File: src/rtl/pg_sup_pkg.sv
package pg_sup_pkg;
  function automatic int cnt_w(input int n);
    return (n < 2) ? 1 : $clog2(n + 1);
  endfunction

  typedef enum logic [0:0] {WD_IDLE = 1'b0, WD_ARMED = 1'b1} wd_state_t;
endpackage

File: src/rtl/pg_tick_filter.sv
module pg_tick_filter
  import pg_sup_pkg::*;
#(
  parameter int TICKS = 11,
  parameter bit INIT  = 1'b0
) (
  input  logic clk,
  input  logic rst,
  input  logic tick,
  input  logic raw,
  output logic filt
);
  localparam int CW = cnt_w(TICKS);
  localparam logic [CW-1:0] LAST = CW'(TICKS - 1);

  logic [CW-1:0] run_cnt;

  always_ff @(posedge clk) begin
    if (rst) begin
      filt    <= INIT;
      run_cnt <= '0;
    end else if (raw == filt) begin
      run_cnt <= '0;
    end else if (tick) begin
      if (run_cnt == LAST) begin
        filt    <= raw;
        run_cnt <= '0;
      end else begin
        run_cnt <= run_cnt + 1'b1;
      end
    end
  end
endmodule

File: src/rtl/pg_rail_qual.sv
module pg_rail_qual #(
  parameter int DG_TICKS = 11
) (
  input  logic clk,
  input  logic rst,
  input  logic tick,
  input  logic lo_raw,
  input  logic hi_raw,
  output logic hi_filt,
  output logic ok
);
  logic lo_filt;

  pg_tick_filter #(.TICKS(DG_TICKS), .INIT(1'b1)) i_lo (
    .clk(clk), .rst(rst), .tick(tick), .raw(lo_raw), .filt(lo_filt)
  );

  pg_tick_filter #(.TICKS(DG_TICKS), .INIT(1'b0)) i_hi (
    .clk(clk), .rst(rst), .tick(tick), .raw(hi_raw), .filt(hi_filt)
  );

  // low flag has priority: fail-safe when the pair disagrees
  always_ff @(posedge clk) begin
    if (rst)          ok <= 1'b0;
    else if (lo_filt) ok <= 1'b0;
    else if (hi_filt) ok <= 1'b1;
  end
endmodule

File: src/rtl/pg_hold_timer.sv
module pg_hold_timer
  import pg_sup_pkg::*;
#(
  parameter int TICKS = 100
) (
  input  logic clk,
  input  logic rst,
  input  logic tick,
  input  logic run,
  output logic pg_q
);
  localparam int CW = cnt_w(TICKS);
  localparam logic [CW-1:0] LIM = CW'(TICKS);

  logic [CW-1:0] cnt;

  always_ff @(posedge clk) begin
    if (rst) begin
      cnt  <= '0;
      pg_q <= 1'b0;
    end else begin
      if (!run)                   cnt <= '0;
      else if (tick && cnt != LIM) cnt <= cnt + 1'b1;
      pg_q <= run && (cnt == LIM);
    end
  end
endmodule

File: src/rtl/pg_start_wdog.sv
module pg_start_wdog
  import pg_sup_pkg::*;
#(
  parameter int TICKS = 11,
  parameter int NCH   = 3
) (
  input  logic           clk,
  input  logic           rst,
  input  logic           tick,
  input  logic           start,
  input  logic [NCH-1:0] hi_raw,
  output logic           fault
);
  localparam int CW = cnt_w(TICKS);
  localparam logic [CW-1:0] LAST = CW'(TICKS - 1);

  wd_state_t     st;
  logic [CW-1:0] cnt;

  always_ff @(posedge clk) begin
    if (rst) begin
      st    <= WD_IDLE;
      cnt   <= '0;
      fault <= 1'b0;
    end else if (start) begin
      st    <= WD_ARMED;
      cnt   <= '0;
      fault <= 1'b0;
    end else if (st == WD_ARMED && tick) begin
      if (&hi_raw) begin
        st <= WD_IDLE;
      end else if (cnt == LAST) begin
        st    <= WD_IDLE;
        fault <= 1'b1;
      end else begin
        cnt <= cnt + 1'b1;
      end
    end
  end
endmodule

File: src/rtl/pg_supervisor.sv
module pg_supervisor #(
  parameter int NCH         = 3,
  parameter int DG_TICKS    = 11,
  parameter int RESET_TICKS = 100,
  parameter int WDOG_TICKS  = 11
) (
  input  logic           clk,
  input  logic           rst,
  input  logic           tick_ms,
  input  logic [NCH-1:0] lo_flag,
  input  logic [NCH-1:0] hi_flag,
  input  logic           seq_done,
  input  logic           ss_start,
  input  logic           pol_low,
  output logic           pg_pd_en,
  output logic           wdog_fault
);
  logic [NCH-1:0] rail_ok;
  logic [NCH-1:0] f_hi_vec;
  logic           all_run;
  logic           pg_q;

  for (genvar g = 0; g < NCH; g++) begin : g_rail
    pg_rail_qual #(.DG_TICKS(DG_TICKS)) i_qual (
      .clk(clk), .rst(rst), .tick(tick_ms),
      .lo_raw(lo_flag[g]), .hi_raw(hi_flag[g]),
      .hi_filt(f_hi_vec[g]), .ok(rail_ok[g])
    );
  end

  assign all_run = (&rail_ok) && seq_done;

  pg_hold_timer #(.TICKS(RESET_TICKS)) i_hold (
    .clk(clk), .rst(rst), .tick(tick_ms), .run(all_run), .pg_q(pg_q)
  );

  pg_start_wdog #(.TICKS(WDOG_TICKS), .NCH(NCH)) i_wdog (
    .clk(clk), .rst(rst), .tick(tick_ms), .start(ss_start),
    .hi_raw(hi_flag), .fault(wdog_fault)
  );

  // pull-down enable: active-high mode releases the pin when good
  always_ff @(posedge clk) begin
    if (rst) pg_pd_en <= !pol_low;
    else     pg_pd_en <= pol_low ? pg_q : !pg_q;
  end
endmodule

File: config.mk
export PLATFORM = sky130hd
export DESIGN_NAME = pg_supervisor
export DESIGN_NICKNAME = d
export VERILOG_FILES = /design/src/rtl/pg_sup_pkg.sv /design/src/rtl/pg_tick_filter.sv /design/src/rtl/pg_rail_qual.sv /design/src/rtl/pg_hold_timer.sv /design/src/rtl/pg_start_wdog.sv /design/src/rtl/pg_supervisor.sv
export SDC_FILE = /design/constraint.sdc
export NUM_CORES = 1
export LEC_CHECK = 0
export BUFFER_PORTS_ARGS = -buffer_cell sky130_fd_sc_hd__buf_2
export CAP_MARGIN = 20
export CORE_MARGIN = 4
export CORE_UTILIZATION = 54
export CTS_CLUSTER_DIAMETER = 60
export DETAILED_ROUTE_END_ITERATION = 10
export PLACE_DENSITY = 0.83
export SLEW_MARGIN = 20
export SYNTH_ARGS = -nofsm -noshare
export SYNTH_HDL_FRONTEND = slang
export SYNTH_SLANG_ARGS = --single-unit
File: constraint.sdc
create_clock -name clk -period 1.4 [get_ports clk]
set_input_delay 0.14 -clock clk [delete_from_list [all_inputs] [get_ports clk]]
set_output_delay 0.14 -clock clk [all_outputs]
set_load 0.01 [all_outputs]
==> summary.md <==
| Metric | Value |
|---|---|
| Status | `complete, no violations` |
| Proportion of synthesized area in mux cells | `0.0537` |
| Initial antenna violation count | `0` |
| Actual slew at the worst max-slew pin | `approximately 0.40 ns` |
| Register bit count reported by yosys | `48` |
| Post-synthesis sequential area ratio | `0.429` |
| Num Clock Sinks | `48` |
| WP data arrival | `1.57 ns` |
| CTS Buf Count | `5` |
| Starting density of the core | `0.560` |
| Comb power frac | `0.060` |
| Pre-antenna DRT Iters | `4` |
| Area delta synth->final | `14.0%` |
| Post-synth cell types | `34` |
| Final core area utilization | `0.638` |
| Fin crit share | `0.983` |
| Post-Route Skew | `around 0.0046 ns` |
| Largest fanout on the critical path | `4` |
| Antenna diodes | `0` |
| Worst Path Required | `1.59 ns` |
| Max-Cap Viols | `0` |
| Total length of routed wires | `4.10 mm` |
| Switching Fraction | `0.223` |
| P_int | `1.89 mW` |
| Critical path class | `flip-flop to flip-flop` |
| CTS tree | `built` |
| IO Pins | `14` |
| Core Footprint | `approximately 4000 um2` |
| Die Area | `~5200 um2` |
| Row Count | `23` |
| Synth Area in Adders | `0.0224` |
| Synth Area in XOR/XNOR | `0.0783` |
| Synth top area cells | `dfxtp_1 43%, nor2_1 6.9%, xor2_1 5.9%, mux2i_1 5.4%, a21oi_1 4.9%` |
| Compound-cell area share of the yosys netlist | `0.110` |
| Die H | `72.4 um` |
| Sequential share of power | `0.578` |
| Chip width | `72.4 um` |
| Wirelength per Cell | `approximately 12 um` |
| Vias in the first global route | `1679` |
| Final Hold Fails | `0` |
| Layout cells sized above 1 | `0.169` |
| Final Critical Period | `about 1.4 ns` |
| Post-place setup slack | `-0.0296 ns` |
| Tot Pwr | `about 2.4 mW` |
| Initial DRC count | `70` |
| RD Place Congestion | `just over 0.8` |
| WHS | `between 0.05 and 0.06 ns` |
| Via Count | `1786` |
| Synth Area in Simple Gates | `0.287` |
| Clk pwr share | `0.362` |
| Worst skew pair latency | `approximately 0.30 ns` |
| Slew HR | `0.732` |
| Non-Filler Instances | `approximately 330` |
| Sw power | `0.542 mW` |
| Root Driver | `clkbuf_8` |
| Cell area after synthesis | `2240 um2` |
| Crit end category | `flip-flop` |
| Mapped Cells | `259` |
| Post-synth net total | `275` |
| Largest area contributor in the netlist | `dfxtp_1` |
| Number of I/O port buffers | `13` |
| DRC | `0` |
| Remaining Overflow, GRT | `0` |
| Crit start category | `flip-flop` |
| Post-layout net count | `300` |
| Largest family of logic cells by synthesized area | `simple AND/OR/NAND/NOR gates` |
| First-pass GRT wire length | `7.08 mm` |
| RSZ-0062 raised after global routing | `true` |
| Hold WC Path Type | `input port to flip-flop` |
| Clock slew at reported path FFs | `approximately 0.080 ns` |
| Placed Cells | `roughly 330` |
| Largest net degree at the start of global routing | `19` |
| Worst IR Drop VDD | `667 uV` |
| Overall routing resource usage | `0.171` |
| Remaining antenna violation count after routing | `0` |
| Syn Area/Cell | `between 8 and 9 um2` |
| CTS Buffer Depth | `2` |
| Ys Warns | `0` |
| PnR worst setup slack | `0.0231 ns` |
| Post CTS Setup Buffer Count | `0` |
| Final Max Tran Viols | `0` |
| Vias per cell | `around 5.3` |
| P_leak | `between 0.9 and 1 nW` |
| Peak Freq | `slightly above 0.7 GHz` |
| CTS H-tree depth | `2` |
| DP Wirelength | `2.92 mm` |
| Power Dens Cells | `about 950 nW/um2` |
| Setup violators final | `0` |
| Post-synth top area share | `0.429` |
==> critical path, stage by stage (launching register included) <==
cell	delay, ns
dfxtp_2	0.34
inv_2	0.03
ha_2	0.16
and3b_2	0.25
nor4b_4	0.28
xnor2_1	0.16
nor2_1	0.06
==> layer usage <==
metal / GRT usage / routed length, um / vias to the layer above
met5: 0 / 0 / -
met4: 0.0615 / 61 / 0
met3: 0.0526 / 135 / 6
met2: 0.287 / 1940 / 21
met1: 0.207 / 1970 / 824
li1: - / - / 935
==> flip-flops by register name, summed over array words and instances, names as in the netlist <==
register and count:
g_rail.i_qual.i_hi.filt 3, g_rail.i_qual.i_hi.run_cnt 12, g_rail.i_qual.i_lo.filt 3, g_rail.i_qual.i_lo.run_cnt 12
g_rail.i_qual.ok 3, i_hold.cnt 7, i_hold.pg_q 1, i_wdog.cnt 4
i_wdog.fault 1, i_wdog.st 1, pg_pd_en 1
==> power by group through the flow <==
stage                     logic, mW  registers, mW  clock network, mW
after floorplan              0.0961           1.43                  0
after global placement        0.141           1.43                  0
after detailed placement      0.145           1.43                  0
after CTS                     0.146           1.40              0.903
after global routing          0.164           1.41              0.957
final                         0.146           1.40              0.880
==> cell usage in the layout, fill, tap and decap left out, types with 9 or more instances in the layout <==
master,n
xor2_1,15
mux2i_1,12
nand2b_1,10
nand2_1,16
nor2_1,41
buf_4,11
a21oi_1,22
o21ai_0,20
dfxtp_1,46
nor2b_1,13
nor3b_1,9
buf_2,13
==> Yosys cell counts <==
cell,count
a211oi_1,1
a21oi_1,22
and3_1,1
and3_2,1
and3b_1,1
buf_2,3
buf_4,1
clkbuf_1,2
dfxtp_1,48
ha_1,4
inv_1,4
mux2i_1,12
nand2_1,17
nand2_2,1
nand2b_1,10
nand3_1,7
nand3b_1,1
nand4_1,4
nand4b_1,3
nor2_1,41
nor2_2,1
nor2b_1,14
nor3_1,4
nor3_2,1
nor3b_1,9
nor4b_2,1
o21ai_0,20
o41ai_4,1
or2_1,1
or3_1,1
or3b_1,1
or4_4,1
xnor2_1,5
xor2_1,15
==> worst paths after layout <==
kind | start | endpoint | slack (ns) | cells after the start
max | i_wdog.cnt[0] | i_wdog.cnt[2] | 0.02 | 6
min | ss_start | i_wdog.st | 0.06 | 3
max reg2reg | i_wdog.cnt[0] | i_wdog.cnt[2] | 0.02 | 6
min reg2reg | i_wdog.st | i_wdog.st | 0.49 | 2
==> stage by stage <==
stage / cell area, um2 / setup TNS [ns]
2_1_floorplan: 2240 / 0
3_3_place_gp: 2420 / 0
3_5_place_dp: 2420 / -0.0296
4_1_cts: 2510 / -0.00371
5_1_grt: 2550 / -0.0654
6_report: 2550 / 0
==> cell families after synthesis <==
group	Yosys count
adders and majority gates	4
xor gates and xnor gates	20
AOI/OAI and AO/OA	44
and+or+nand+nor	121
muxes	12
buffers and inverters	10
DFF	48
==> repair_timing <==
action,CTS,global route
pin swaps,2,4
setup endpoints to repair,1,7
hold buffers,0,0
endpoints found under the hold margin,0,0
resized for setup,0,13
==> area by class of cell <==
cell class	count	area [um2]
clock buffers	7	96.3
fillers	342	1450
inverters	4	15.0
multi-input cells	201	1270
flip-flops and latches	48	963
well taps	50	62.6
repair buffers	24	148
(Power assumes the default switching activity.)
